<file path="config.mk">
export PLATFORM = sky130hd
export DESIGN_NAME = clkdiv_channel
export DESIGN_NICKNAME = d
export VERILOG_FILES = /design/src/rtl/clkdiv_pkg.sv /design/src/rtl/clkdiv_cfg_regs.sv /design/src/rtl/clkdiv_len_calc.sv /design/src/rtl/clkdiv_fsm.sv /design/src/rtl/clkdiv_channel.sv
export SDC_FILE = /design/constraint.sdc
export NUM_CORES = 1
export LEC_CHECK = 0
export ABC_AREA = 1
export CAP_MARGIN = 5
export CORE_MARGIN = 10
export CORE_UTILIZATION = 58
export CTS_CLUSTER_DIAMETER = 50
export DETAILED_ROUTE_END_ITERATION = 8
export DONT_BUFFER_PORTS = 1
export HOLD_SLACK_MARGIN = 0.1
export PLACE_DENSITY = 0.85
export REMOVE_ABC_BUFFERS = 1
export SLEW_MARGIN = 40
export SYNTH_ARGS = -nofsm -noshare
export SYNTH_HDL_FRONTEND = slang
export SYNTH_SLANG_ARGS = --single-unit
</file>
<file path="constraint.sdc">
create_clock -name clk -period 4.3 [get_ports clk]
set_input_delay 0.86 -clock clk [delete_from_list [all_inputs] [get_ports clk]]
set_output_delay 0.86 -clock clk [all_outputs]
set_load 0.02 [all_outputs]
</file>
<file path="src/rtl/clkdiv_pkg.sv">
package clkdiv_pkg;
    // Width of each count field and of the phase offset
    localparam int unsigned FIELD_W = 4;
    // Part length can reach 2**FIELD_W, so one extra bit
    localparam int unsigned LEN_W   = FIELD_W + 1;
    localparam int unsigned ADDR_W  = 2;
    localparam int unsigned DATA_W  = 8;

    localparam logic [ADDR_W-1:0] ADDR_COUNTS = 2'd0;
    localparam logic [ADDR_W-1:0] ADDR_CTRL   = 2'd1;
    localparam logic [ADDR_W-1:0] ADDR_PWR    = 2'd2;

    localparam logic [FIELD_W-1:0] COUNT_RST = 4'd7;

    typedef enum logic [2:0] {
        ST_OFF,
        ST_HOLD,
        ST_PHASE,
        ST_HIGH,
        ST_LOW,
        ST_FORCE
    } div_state_e;

    typedef struct packed {
        logic [FIELD_W-1:0] low_cnt;
        logic [FIELD_W-1:0] high_cnt;
        logic               bypass;
        logic               ign_sync;
        logic               force_lvl;
        logic               start_high;
        logic [FIELD_W-1:0] phase;
        logic               pwr_down;
        logic               dcc_off;
    } div_cfg_t;
endpackage

</file>
<file path="src/rtl/clkdiv_cfg_regs.sv">
module clkdiv_cfg_regs
    import clkdiv_pkg::*;
(
    input  logic              clk,
    input  logic              rst_n,
    input  logic              wr_en,
    input  logic [ADDR_W-1:0] wr_addr,
    input  logic [DATA_W-1:0] wr_data,
    output div_cfg_t          cfg
);
    // byte map; address 3 decodes to nothing
    always_ff @(posedge clk or negedge rst_n) begin
        if (!rst_n) begin
            cfg.low_cnt    <= COUNT_RST;
            cfg.high_cnt   <= COUNT_RST;
            cfg.bypass     <= 1'b0;
            cfg.ign_sync   <= 1'b0;
            cfg.force_lvl  <= 1'b0;
            cfg.start_high <= 1'b0;
            cfg.phase      <= '0;
            cfg.pwr_down   <= 1'b0;
            cfg.dcc_off    <= 1'b0;
        end else if (wr_en) begin
            unique case (wr_addr)
                ADDR_COUNTS: begin
                    cfg.low_cnt  <= wr_data[7:4];
                    cfg.high_cnt <= wr_data[3:0];
                end
                ADDR_CTRL: begin
                    cfg.bypass     <= wr_data[7];
                    cfg.ign_sync   <= wr_data[6];
                    cfg.force_lvl  <= wr_data[5];
                    cfg.start_high <= wr_data[4];
                    cfg.phase      <= wr_data[3:0];
                end
                ADDR_PWR: begin
                    cfg.pwr_down <= wr_data[1];
                    cfg.dcc_off  <= wr_data[0];
                end
                default: ;
            endcase
        end
    end
endmodule

</file>
<file path="src/rtl/clkdiv_len_calc.sv">
module clkdiv_len_calc
    import clkdiv_pkg::*;
(
    input  logic [FIELD_W-1:0] low_cnt,
    input  logic [FIELD_W-1:0] high_cnt,
    input  logic               dcc_off,
    output logic [LEN_W-1:0]   hi_len,
    output logic [LEN_W-1:0]   lo_len
);
    localparam int unsigned SUM_W = LEN_W + 1;

    logic [SUM_W-1:0] total;
    logic [SUM_W-1:0] half_up;
    logic [SUM_W-1:0] half_dn;

    always_comb begin
        total   = SUM_W'(low_cnt) + SUM_W'(high_cnt) + SUM_W'(2);
        half_up = (total + SUM_W'(1)) >> 1;
        half_dn = total - half_up;
        // balance an odd period; R2: otherwise use the fields as written
        if (!dcc_off && total[0]) begin
            hi_len = half_up[LEN_W-1:0];
            lo_len = half_dn[LEN_W-1:0];
        end else begin
            hi_len = LEN_W'(high_cnt) + LEN_W'(1);
            lo_len = LEN_W'(low_cnt) + LEN_W'(1);
        end
    end
endmodule

</file>
<file path="src/rtl/clkdiv_fsm.sv">
module clkdiv_fsm
    import clkdiv_pkg::*;
(
    input  logic             clk,
    input  logic             rst_n,
    input  logic             sync_in,
    input  div_cfg_t         cfg,
    input  logic [LEN_W-1:0] hi_len,
    input  logic [LEN_W-1:0] lo_len,
    output logic             level,
    output div_state_e       state
);
    div_state_e       state_q, state_d;
    div_state_e       start_state;
    logic [LEN_W-1:0] cnt_q, cnt_d, cnt_inc;
    logic             off_req, force_req, hold_req;

    assign off_req     = cfg.pwr_down | cfg.bypass;
    assign force_req   = cfg.force_lvl & cfg.ign_sync;
    assign hold_req    = sync_in & ~cfg.ign_sync;
    assign start_state = cfg.start_high ? ST_HIGH : ST_LOW;
    assign cnt_inc     = cnt_q + LEN_W'(1);

    // State register
    always_ff @(posedge clk or negedge rst_n) begin
        if (!rst_n) begin
            state_q <= ST_HOLD;
            cnt_q   <= '0;
        end else begin
            state_q <= state_d;
            cnt_q   <= cnt_d;
        end
    end

    // Next state
    always_comb begin
        state_d = state_q;
        if (off_req) begin
            state_d = ST_OFF;
        end else if (force_req) begin
            state_d = ST_FORCE;
        end else if (hold_req) begin
            state_d = ST_HOLD;
        end else begin
            unique case (state_q)
                ST_OFF, ST_FORCE: state_d = ST_HOLD;
                ST_HOLD:  state_d = (cfg.phase != '0) ? ST_PHASE : start_state;
                ST_PHASE: if (cnt_inc >= LEN_W'(cfg.phase)) state_d = start_state;
                ST_HIGH:  if (cnt_inc >= hi_len) state_d = ST_LOW;
                ST_LOW:   if (cnt_inc >= lo_len) state_d = ST_HIGH;
                default:  state_d = ST_HOLD;
            endcase
        end
        if (state_d != state_q || state_q == ST_OFF || state_q == ST_HOLD ||
            state_q == ST_FORCE) begin
            cnt_d = '0;
        end else begin
            cnt_d = cnt_inc;
        end
    end

    // Outputs
    always_comb begin
        unique case (state_q)
            ST_HIGH:                     level = 1'b1;
            ST_LOW, ST_OFF:              level = 1'b0;
            ST_HOLD, ST_PHASE, ST_FORCE: level = cfg.start_high;
            default:                     level = 1'b0;
        endcase
    end

    assign state = state_q;
endmodule

</file>
<file path="src/rtl/clkdiv_channel.sv">
module clkdiv_channel
    import clkdiv_pkg::*;
(
    input  logic              clk,
    input  logic              rst_n,
    input  logic              sync_in,
    input  logic              wr_en,
    input  logic [ADDR_W-1:0] wr_addr,
    input  logic [DATA_W-1:0] wr_data,
    output logic              clk_out
);
    div_cfg_t         cfg;
    logic [LEN_W-1:0] hi_len, lo_len;
    logic             div_level;
    div_state_e       fsm_state;

    clkdiv_cfg_regs u_regs (
        .clk     (clk),
        .rst_n   (rst_n),
        .wr_en   (wr_en),
        .wr_addr (wr_addr),
        .wr_data (wr_data),
        .cfg     (cfg)
    );

    clkdiv_len_calc u_len (
        .low_cnt  (cfg.low_cnt),
        .high_cnt (cfg.high_cnt),
        .dcc_off  (cfg.dcc_off),
        .hi_len   (hi_len),
        .lo_len   (lo_len)
    );

    clkdiv_fsm u_fsm (
        .clk     (clk),
        .rst_n   (rst_n),
        .sync_in (sync_in),
        .cfg     (cfg),
        .hi_len  (hi_len),
        .lo_len  (lo_len),
        .level   (div_level),
        .state   (fsm_state)
    );

    // power-down wins; R3 bypass passes the input clock through
    assign clk_out = cfg.pwr_down ? 1'b0 : (cfg.bypass ? clk : div_level);
endmodule

</file>
==> flow_metrics.tcl <==
set metrics [dict create \
    antenna_left 0 \
    violations "setup timing" \
    synth_top_area_share_pct 21.1 \
    fin_ws_ns -0.00440 \
    crit_required_ns 4.58 \
    slowest_stage "fa_2" \
    synth_seq_cells 26 \
    slew_headroom_pct 69.9 \
    io_buffers 0 \
    core_area_sq_mm 0.00372 \
    cts_hold_buf 0 \
    drive_above_1_share_pct 25.5 \
    initial_core_util_pct 60.6 \
    max-cap-violations 0 \
    drt_drc_violations_left 0 \
    synth_area_per_cell_sq_um 7.46 \
    wire_per_inst_microns 15.0 \
    synthCells 302 \
    endpoint_kind "flip-flop" \
    syn-cell-area_sq_mm 0.00225 \
    hold_viol 0 \
    drt-initial-drc-count 127 \
    grt_usage_pct 17.5 \
    clkTransAtPathRegs_ns 0.09 \
    fin_crit_sh_pct 100 \
    place_hpwl_mm 3.78 \
    grt_max_degree 27 \
    dr.pass1.iters 6 \
    overflow 0 \
    ir_drop_mv 0.400 \
    cp_max_fo 5 \
    nNetsFinal 367 \
    cts_tree "done" \
    finalWirelength_mm 5.52 \
    area_delta_synth_final_pct 19.3 \
    viasPerCell 5.53 \
    path_class "reg2reg" \
    fillCellCount 258 \
    vias 2041 \
    skew_ns 0.00512 \
    start_kind "flip-flop" \
    die_y_microns 82.3 \
    final.min_clock_period_ns 4.30 \
    antennaDiodeCount 0 \
    fin_setup_tns_ns -0.00440 \
    power_density_mw_per_mm2 671 \
    antenna_found_initial 0 \
    worst_pin_slew_ns 0.448 \
    routabilityCongestion 0.850 \
    die_w_microns 82.3 \
    yosysSeqAreaShare_pct 29.3 \
    holdWs_ns 0.157 \
    die_area_sq_mm 0.00678 \
    ys_warn_count 0 \
    grt_pass1_wl_mm 9.27 \
    setup_viol 1 \
    fmax_ghz 0.232 \
    power_leakage_nw 1.40 \
    placementRows 22 \
    slew_viol_final 0 \
    status "finished, violations left" \
    io_pins 15 \
    crit_path_max_incr_delay_ns 0.57 \
    clock_latency_ns 0.38 \
    yosys.cell_types.count 30 \
    yosysTopAreaCell "dfrtp_1" \
    worstHoldPathType "in2async" \
    crit_arrival_ns 4.58 \
    total_power_mw 1.80 \
    rsz0062_at_grt "yes" \
    grt_pass1_vias 2117 \
    ys_top_cells_by_area "dfrtp_1 21%, ha_1 16%, nand2_1 13%" \
]
## routing by layer
metal / vias to the layer above / GRT usage, % / wire [microns]
met1: 967 / 19.4 / 2340
li1: 998 / - / -
met4: 0 / 9.01 / 144
met3: 13 / 3.35 / 213
met5: - / 0 / 0
met2: 63 / 31.0 / 2820
## cells by family after synthesis
family / synth area share (%)
compound gates: 9.38
xor+xnor: 5.72
fa+ha+maj: 17.9
buf+inv: 9.99
flops: 29.3
simple gates: 27.8
## report_power, final
group	switching, mW	internal, mW	leakage, nW
Sequential	0.0506	0.291	0.320
Combinational	0.633	0.542	1.02
Clock	0.101	0.186	0.0605
Total	0.785	1.02	1.40
## synthesized netlist by cell type
| cell type | instances |
|---|---|
| nand2_1 | 78 |
| inv_1 | 55 |
| ha_1 | 29 |
| o21ai_0 | 28 |
| dfrtp_1 | 19 |
| nand3_1 | 14 |
| nor2_1 | 11 |
| dfstp_2 | 7 |
| nand4_1 | 7 |
| nor2_2 | 7 |
| a21oi_1 | 6 |
| xor2_1 | 6 |
| xnor2_1 | 5 |
| nand2_2 | 4 |
| clkbuf_1 | 3 |
| a31oi_1 | 2 |
| fa_1 | 2 |
| inv_2 | 2 |
| nand3_2 | 2 |
| nor2_4 | 2 |
| o21ai_1 | 2 |
| or2_2 | 2 |
| xnor2_2 | 2 |
| a211o_1 | 1 |
| and2_2 | 1 |
| nand2_4 | 1 |
| nor3_1 | 1 |
| nor4_4 | 1 |
| o211a_1 | 1 |
| or2_4 | 1 |
## placed cells by master (no fill, tap or decap), types with 5 or more instances in the layout
master	count
inv_2	9
nor2_2	6
clkbuf_8	6
nor2_1	11
xor2_1	5
o21ai_0	25
nand3_1	12
dfstp_2	7
ha_1	25
buf_4	14
nand4_1	7
nand2_2	9
nand2_1	71
o21ai_1	5
dfrtp_1	19
inv_1	48
## layout make-up
type                            instances  area, sq um  share of cell area (%)
Timing Repair Buffer                   15          116                    4.33
Multi-Input combinational cell        216         1530                    56.8
Clock inverter                          1         30.0                    1.12
Clock buffer                            6         82.6                    3.07
Sequential cell                        26          659                    24.5
Tap cell                               48         60.1                    2.23
Inverter                               57          214                    7.96
## critical path, delay by kind of cell (launching register included)
family	cells	cell delay, ns
AO/OA/AOI/OAI	3	0.46
XOR/XNOR	1	0.22
adder cells (fa/ha/maj)	5	1.45
buffers and inverters	5	0.27
flip-flops	1	0.55
AND/OR/NAND/NOR	13	1.25
## worst paths after layout
kind | from | to | slack, ns | cells after the start
setup reg to reg | u_regs.cfg[15]$_DFFE_PN1P_ | u_fsm.cnt_q[0]$_DFF_PN0_ | -0.004 | 27
hold reg to reg | u_regs.cfg[7]$_DFFE_PN0P_ | u_regs.cfg[7]$_DFFE_PN0P_ | 0.51 | 2
min in group clk | u_regs.cfg[7]$_DFFE_PN0P_ | u_regs.cfg[7]$_DFFE_PN0P_ | 0.51 | 2
max in group asynchronous | rst_n | u_regs.cfg[11]$_DFFE_PN1P_ | 3.96 | 0
hold / removal | rst_n | u_fsm.cnt_q[2]$_DFF_PN0_ | 0.16 | 0
setup / recovery | u_regs.cfg[15]$_DFFE_PN1P_ | u_fsm.cnt_q[0]$_DFF_PN0_ | -0.004 | 27
## metrics by stage
| stage | cell area, sq um | std cells | utilization [%] | worst slack, ns |
|---|---|---|---|---|
| after floorplan | 2240 | 299 | - | 0.208 |
| after global placement | 2360 | 355 | 63.6 | 0.0379 |
| after detailed placement | 2360 | 355 | 63.6 | -0.0710 |
| after CTS | 2610 | 369 | 70.2 | 0.0111 |
| after global routing | 2690 | 369 | 72.3 | -0.295 |
| final | 2690 | 369 | 72.3 | -0.00440 |
## state kept, by name, summed over array words and instances (netlist names)
register / cells
u_regs.cfg: 18
u_fsm.cnt_q: 5
u_fsm.state: 3
## timing repair
action / in CTS / in global routing
resized for setup: 20 / 18
pin swaps: 18 / 8
setup buffers: 7 / 1
endpoints found under the setup margin: 5 / 7
No activity file was read; power rests on OpenSTA's default activity.
